File: src/rtl/ssx_pkg.sv
package ssx_pkg;

    localparam int MAX_LEN = 16;
    localparam int LEN_W   = $clog2(MAX_LEN);
    localparam int EC_W    = LEN_W + 2;

    typedef struct packed {
        logic [LEN_W-1:0] width;
        logic             msb_first;
        logic             cpha;
        logic             cpol;
        logic             master;
        logic             enable;
    } ctl_t;

    localparam int CTL_W = $bits(ctl_t);

    function automatic logic [LEN_W:0] frame_len(input logic [LEN_W-1:0] code);
        return {1'b0, code} + (LEN_W+1)'(1);
    endfunction

    function automatic logic [LEN_W-1:0] bit_pos(input logic msb,
                                                 input logic [LEN_W:0] len,
                                                 input logic [LEN_W:0] idx);
        logic [LEN_W:0] p;
        p = msb ? (len - idx - (LEN_W+1)'(1)) : idx;
        return p[LEN_W-1:0];
    endfunction

endpackage

File: src/rtl/ssx_sync.sv
module ssx_sync #(
    parameter int STAGES = 2,
    parameter int W      = 2
) (
    input  logic         clk,
    input  logic         rst,
    input  logic [W-1:0] d,
    output logic [W-1:0] q
);

    logic [W-1:0] stg [STAGES];

    genvar s;
    generate
        for (s = 0; s < STAGES; s++) begin : g_stage
            if (s == 0) begin : g_first
                always_ff @(posedge clk) begin
                    if (rst) stg[0] <= '0;
                    else     stg[0] <= d;
                end
            end else begin : g_next
                always_ff @(posedge clk) begin
                    if (rst) stg[s] <= '0;
                    else     stg[s] <= stg[s-1];
                end
            end
        end
    endgenerate

    assign q = stg[STAGES-1];

endmodule

File: src/rtl/ssx_clkgen.sv
module ssx_clkgen #(
    parameter int DIV_W = 8
) (
    input  logic             clk,
    input  logic             rst,
    input  logic             run,
    input  logic             cpol,
    input  logic [DIV_W-1:0] div_half,
    output logic             edge_o,
    output logic             sclk_o
);

    logic [DIV_W-1:0] cnt;
    logic             phase;

    assign edge_o = run && (cnt == div_half);
    assign sclk_o = phase ^ cpol;

    always_ff @(posedge clk) begin
        if (rst || !run) begin
            cnt   <= '0;
            phase <= 1'b0;
        end else if (edge_o) begin
            cnt   <= '0;
            phase <= ~phase;
        end else begin
            cnt <= cnt + DIV_W'(1);
        end
    end

    AST_HALF_PERIOD_HOLD: assert property (@(posedge clk) disable iff (rst)
        (run && !edge_o) |=> $stable(phase));

endmodule

File: src/rtl/ssx_shifter.sv
module ssx_shifter import ssx_pkg::*; (
    input  logic               clk,
    input  logic               rst,
    input  ctl_t               ctl,
    input  logic               tx_wr,
    input  logic [MAX_LEN-1:0] tx_data,
    input  logic               edge_m,
    input  logic               sclk_s,
    input  logic               sdi_s,
    input  logic               sdi_raw,
    input  logic               rx_read,
    input  logic               err_clr,
    output logic               busy,
    output ctl_t               act,
    output logic               sdo,
    output logic [MAX_LEN-1:0] rx_data,
    output logic               rx_valid,
    output logic               tx_err,
    output logic               rx_ovr
);

    logic [MAX_LEN-1:0] tx_q, rx_q, rx_next;
    logic [EC_W-1:0]    ecnt;
    logic [LEN_W:0]     tidx, sidx, len;
    logic [LEN_W-1:0]   rpos, tpos;
    logic               prev_s, full_q, lead, din;
    logic               edge_s, edge_any, samp, shft, final_edge, done, start;

    assign len        = frame_len(act.width);
    assign sidx       = ecnt[EC_W-1:1];
    assign lead       = ~ecnt[0];
    assign edge_s     = sclk_s ^ prev_s;
    assign edge_any   = busy && ctl.enable && (act.master ? edge_m : edge_s);
    assign samp       = edge_any && (lead == act.cpha);
    assign shft       = edge_any && !samp;
    assign final_edge = edge_any && (ecnt == {len, 1'b0} - EC_W'(1));
    assign done       = samp && (sidx == len - (LEN_W+1)'(1));
    assign start      = tx_wr && !busy && ctl.enable && (ctl.width != '0);
    assign din        = act.master ? sdi_raw : sdi_s;
    assign rpos       = bit_pos(act.msb_first, len, sidx);
    assign tpos       = bit_pos(act.msb_first, len, tidx);
    assign sdo        = busy ? tx_q[tpos] : 1'b0;

    always_comb begin
        rx_next       = rx_q;
        rx_next[rpos] = din;
    end

    always_ff @(posedge clk) begin
        if (rst) begin
            busy     <= 1'b0;
            act      <= '0;
            tx_q     <= '0;
            rx_q     <= '0;
            ecnt     <= '0;
            tidx     <= '0;
            prev_s   <= 1'b0;
            rx_data  <= '0;
            rx_valid <= 1'b0;
        end else begin
            prev_s   <= sclk_s;
            rx_valid <= 1'b0;
            if (start) begin
                busy <= 1'b1;
                act  <= ctl;
                tx_q <= tx_data;
                rx_q <= '0;
                ecnt <= '0;
                tidx <= '0;
            end else if (busy && !ctl.enable) begin
                busy <= 1'b0;
            end else if (edge_any) begin
                ecnt <= ecnt + EC_W'(1);
                if (final_edge) busy <= 1'b0;
                if (shft) tidx <= act.cpha ? sidx + (LEN_W+1)'(1) : sidx;
                if (samp) rx_q <= rx_next;
                if (done) begin
                    rx_data  <= rx_next;
                    rx_valid <= 1'b1;
                end
            end
        end
    end

    always_ff @(posedge clk) begin
        if (rst) begin
            tx_err <= 1'b0;
            rx_ovr <= 1'b0;
            full_q <= 1'b0;
        end else begin
            if (tx_wr && busy)                 tx_err <= 1'b1;
            else if (err_clr)                  tx_err <= 1'b0;
            if (done && full_q && !rx_read)    rx_ovr <= 1'b1;
            else if (err_clr)                  rx_ovr <= 1'b0;
            if (done)                          full_q <= 1'b1;
            else if (rx_read)                  full_q <= 1'b0;
        end
    end

    AST_RESERVED_NO_START: assert property (@(posedge clk) disable iff (rst)
        (tx_wr && !busy && ctl.width == '0) |=> !busy);
    AST_DISABLED_IDLE: assert property (@(posedge clk) disable iff (rst)
        !ctl.enable |=> !busy);
    AST_VALID_IN_FRAME: assert property (@(posedge clk) disable iff (rst)
        rx_valid |-> $past(busy));
    AST_EDGE_BOUND: assert property (@(posedge clk) disable iff (rst)
        busy |-> (ecnt < {len, 1'b0}));
    AST_TXERR_STICKY: assert property (@(posedge clk) disable iff (rst)
        (tx_err && !err_clr) |=> tx_err);
    AST_OVR_STICKY: assert property (@(posedge clk) disable iff (rst)
        (rx_ovr && !err_clr) |=> rx_ovr);

endmodule

File: src/rtl/sync_serial_engine.sv
module sync_serial_engine import ssx_pkg::*; #(
    parameter int DIV_W       = 8,
    parameter int SYNC_STAGES = 2
) (
    input  logic               clk,
    input  logic               rst,
    input  logic               ctl_wr,
    input  logic [CTL_W-1:0]   ctl_wdata,
    input  logic [DIV_W-1:0]   div_half,
    input  logic               tx_wr,
    input  logic [MAX_LEN-1:0] tx_data,
    input  logic               rx_read,
    input  logic               err_clr,
    input  logic               sclk_in,
    input  logic               sdi,
    output logic               sclk_out,
    output logic               sdo,
    output logic               busy,
    output logic [MAX_LEN-1:0] rx_data,
    output logic               rx_valid,
    output logic               tx_err,
    output logic               rx_ovr
);

    ctl_t       ctl, act;
    logic [1:0] sync_q;
    logic       edge_m, cpol_now, run_m;

    always_ff @(posedge clk) begin
        if (rst)         ctl <= '0;
        else if (ctl_wr) ctl <= ctl_t'(ctl_wdata);
    end

    ssx_sync #(.STAGES(SYNC_STAGES), .W(2)) u_sync (
        .clk (clk),
        .rst (rst),
        .d   ({sclk_in, sdi}),
        .q   (sync_q)
    );

    assign cpol_now = busy ? act.cpol : ctl.cpol;
    assign run_m    = busy && act.master;

    ssx_clkgen #(.DIV_W(DIV_W)) u_clkgen (
        .clk      (clk),
        .rst      (rst),
        .run      (run_m),
        .cpol     (cpol_now),
        .div_half (div_half),
        .edge_o   (edge_m),
        .sclk_o   (sclk_out)
    );

    ssx_shifter u_shifter (
        .clk      (clk),
        .rst      (rst),
        .ctl      (ctl),
        .tx_wr    (tx_wr),
        .tx_data  (tx_data),
        .edge_m   (edge_m),
        .sclk_s   (sync_q[1]),
        .sdi_s    (sync_q[0]),
        .sdi_raw  (sdi),
        .rx_read  (rx_read),
        .err_clr  (err_clr),
        .busy     (busy),
        .act      (act),
        .sdo      (sdo),
        .rx_data  (rx_data),
        .rx_valid (rx_valid),
        .tx_err   (tx_err),
        .rx_ovr   (rx_ovr)
    );

    AST_IDLE_LEVEL: assert property (@(posedge clk) disable iff (rst)
        (!busy && $past(!busy)) |-> (sclk_out == ctl.cpol));

endmodule

File: config.mk
export PLATFORM = sky130hd
export DESIGN_NAME = sync_serial_engine
export DESIGN_NICKNAME = d
export VERILOG_FILES = /design/src/rtl/ssx_pkg.sv /design/src/rtl/ssx_sync.sv /design/src/rtl/ssx_clkgen.sv /design/src/rtl/ssx_shifter.sv /design/src/rtl/sync_serial_engine.sv
export SDC_FILE = /design/constraint.sdc
export NUM_CORES = 1
export LEC_CHECK = 0
export BUFFER_PORTS_ARGS = -buffer_cell sky130_fd_sc_hd__buf_4
export CAP_MARGIN = 20
export CORE_ASPECT_RATIO = 1.75
export CORE_MARGIN = 4
export CORE_UTILIZATION = 30
export CTS_CLUSTER_DIAMETER = 150
export DETAILED_ROUTE_END_ITERATION = 16
export HOLD_SLACK_MARGIN = 0.12
export PLACE_DENSITY = 0.47
export SYNTH_ARGS = -nofsm -noshare
export SYNTH_HDL_FRONTEND = slang
export SYNTH_SLANG_ARGS = --single-unit
File: constraint.sdc
create_clock -name clk -period 3.65 [get_ports clk]
set_input_delay 0.365 -clock clk [delete_from_list [all_inputs] [get_ports clk]]
set_output_delay 0.365 -clock clk [all_outputs]
set_load 0.02 [all_outputs]
==> impl_metrics.toml <==
[outcome]
status = "finished, final reports clean"

[floorplan]
start_util_pct = 30.8
rows = 59
coreArea_mm2 = 0.0151
dieArea_mm2 = 0.0176
io_pins = 63
die_x_um = 102
die_h_um = 173

[yosys]
synth_cell_type_count = 57
syn_inst = 467
synth_nets = 521
synth_edf_count = 0
yosys_warnings = 0
ys_ff_latch = 94
syn-cell-area_mm2 = 0.00464
synthFlopType = "dfxtp_1"
avgSynthCellArea_um2 = 9.93
ys_seq_area_share_pct = 40.6
ys_async_sr_fraction_pct = 0

[timing]
timing.setup.tns_ns = 0
hold_violations = 0
skew_ns = 0.00584
final_max_slew_viol_count = 0
fmax_mhz = 288
rsz0062_at_grt = "false"
fin_crit_sh_pct = 95.1
min_period_ns = 3.47
worst_pin_slew_ns = 0.910
setup_viol = 0
setup_slack_ns = 0.180
max_slew_margin_pct = 38.8

[power_and_ir_drop]
totalPowerFinal_mw = 2.08
vdd_drop_max_v = 0.000232
p_per_area_mw_per_mm2 = 373
p_leak_nw = 2.17

[global_routing]
grt_pass1_wl_mm = 17.9
overflow = 0
grt_pass1_vias = 3592
antenna_found_initial = 0
grt_max_degree = 46
grt_usage_pct = 12.8

[clock_network]
cts_tree = "done"
h-tree-depth = 3
clock-sinks = 94
insertion_delay_ns = 0.35
clockBufferDepth = 2
cts_inserted_buffers = 9
cts_root_buf = "clkbuf_16"
clk_pin_slew_ns = 0.07

[critical_path]
worstSetupPathType = "register to output pin"
cpPeakStageDelay_ns = 0.47
slowest_stage = "dfxtp_1"
path_cells = "inv_1 > ha_1 > fa_1 > mux2i_1 > mux4_2 > mux2_2 > nor3b_1 > a211oi_1 > buf_4"
cp.buffers_inverters = 2
r2r_setup_slack_ns = 0.52
r2r-start = "u_shifter.act[5]"
worst_r2r_path_depth = 11
critical_path.max_fanout = 7
cp_top_family = "multiplexers"
r2r-end = "u_shifter.rx_q[11]"
cp_data_arrival_time_ns = 3.10
critPathLaunchType = "register"
crit_required_ns = 3.28
endpoint_kind = "output pin"

[finish]
diodes = 0
fill_cells = 1538
area_delta_synth_final_pct = 20.2
regArea_mm2 = 0.00188
layout-drive-gt1-share_pct = 20.4
multiInputGateArea_mm2 = 0.00260
final_nets = 579

[place]
post-place-ws_ns = 0.498
dp_hpwl_mm = 8.40
place.gp.congestion = 0.849
io_buffers = 62

[drt]
via_per_inst = 4.95
dr.pass1.iters = 4
routed_wl_mm = 11.0
drt_iter0_markers = 93
ant_nets = 0
wire_per_inst_um = 15.5
vias = 3531
drc = 0

[worst_hold_path]
hold_class = "primary input to register"
hp-start = "sclk_in"
min_path_cells = 2
min_delay_worst_endpoint = "u_sync.stg[0][1]"

[flow_run]
maxCapViolations = 0
==> cells by family (layout without fill, tap and decap cells) <==
kind of cell	count (synthesis)	after routing	synth area share, %
flip-flops	94	94	40.6
AND/OR/NAND/NOR	143	143	15.4
multiplexers	74	74	17.2
buffers and inverters	36	99	3.45
AO/OA/AOI/OAI	71	71	12.4
XOR/XNOR	36	36	7.12
adder cells (fa/ha/maj)	13	13	3.83
==> cell usage after synthesis (all sizes together), types with 3 or more instances <==
cell,instances,area (um^2)
a211oi,5,37.5
a21oi,12,60.1
a22o,3,26.3
and3,4,25.0
buf,12,70.1
clkbuf,11,41.3
dfxtp,94,1880
ha,11,138
inv,13,48.8
mux2,4,45.0
mux2i,66,664
mux4,4,90.1
nand2,25,93.8
nand2b,4,25.0
nand3,15,80.1
nand4,4,25.0
nor2,58,218
nor2b,8,50.1
nor3,11,60.1
nor3b,3,33.8
o21ai,4,20.0
o2bb2ai,31,272
xnor2,21,191
xor2,15,139
==> cells in the final DEF, fill, tap and decap left out, types with 5 or more instances in the layout <==
cell        n
ha_1       11
dfxtp_1    93
mux2i_1    65
nand3_1    14
xor2_1     14
buf_4      69
nand2_1    25
a21oi_1    12
inv_1      12
a211oi_1    5
nor3_1     10
nor2b_1     8
xnor2_1    20
o2bb2ai_1  31
nor2_1     57
clkbuf_16   9
==> through the flow <==
stage / utilization, % / instance area, um^2 / hold slack, ns / instances
2_1_floorplan: - / 4640 / 0.414 / 467
3_3_place_gp: 35.0 / 5280 / 0.430 / 696
3_5_place_dp: 35.1 / 5290 / 0.426 / 697
4_1_cts: 37.0 / 5580 / 0.227 / 713
5_1_grt: 37.0 / 5580 / 0.232 / 713
6_report: 37.0 / 5580 / 0.234 / 713
==> power by group <==
group	internal, mW	leakage (nW)	total, mW	switching (mW)
clock network	0.477	0.139	0.912	0.435
logic	0.0612	1.27	0.121	0.0595
registers	1.04	0.761	1.05	0.00995
==> metal layers <==
metal | vias to the layer above | routed length [um] | track usage (%)
met2 | 69 | 5640 | 22.2
met1 | 1663 | 4660 | 14.9
met3 | 17 | 478 | 3.00
li1 | 1782 | - | -
met5 | - | 0 | 0
met4 | 0 | 255 | 4.76
==> state kept, by name, summed over array words and instances, names as in the netlist, 4 cells and up <==
name and cells:
ctl 9, u_shifter.act 8, u_shifter.rx_data 16, u_shifter.tidx 4, u_sync.stg 4, u_clkgen.cnt 8, u_shifter.rx_q 16, u_shifter.tx_q 16
u_shifter.ecnt 6
==> worst max path at each step <==
stage / startpoint / endpoint / depth (start not counted)
5_1_grt: u_shifter.act[5] / sdo / 9
2_1_floorplan: u_shifter.act[6] / sdo / 7
3_3_place_gp: u_shifter.act[6] / sdo / 8
4_1_cts: u_shifter.act[6] / sdo / 8
3_5_place_dp: u_shifter.act[6] / u_shifter.rx_q[14] / 11
6_report: u_shifter.act[5] / sdo / 9
==> worst register-to-register path: cells and delay by family (launching register included) <==
| family | cells | cell delay (ns) |
|---|---|---|
| fa+ha+maj | 2 | 0.66 |
| mux | 3 | 0.90 |
| compound gates | 3 | 0.45 |
| xor+xnor | 1 | 0.28 |
| flops | 1 | 0.38 |
| buf+inv | 2 | 0.33 |
==> final cells by class <==
type,count,area share (%)
tap,183,4.10
clock inverter,7,1.12
timing repair buffer,70,9.49
clock buffer,9,4.04
sequential,94,33.8
multi-input combinational,337,46.6
inverter,13,0.875
==> what timing repair did <==
| action | 4_1_cts | 5_1_grt |
|---|---|---|
| buffers inserted | 0 | 0 |
| hold buffers | 0 | 0 |
| setup endpoints to repair | 0 | 1 |
| gates resized for setup | 0 | 1 |
No activity file was read; power rests on OpenSTA's default activity.
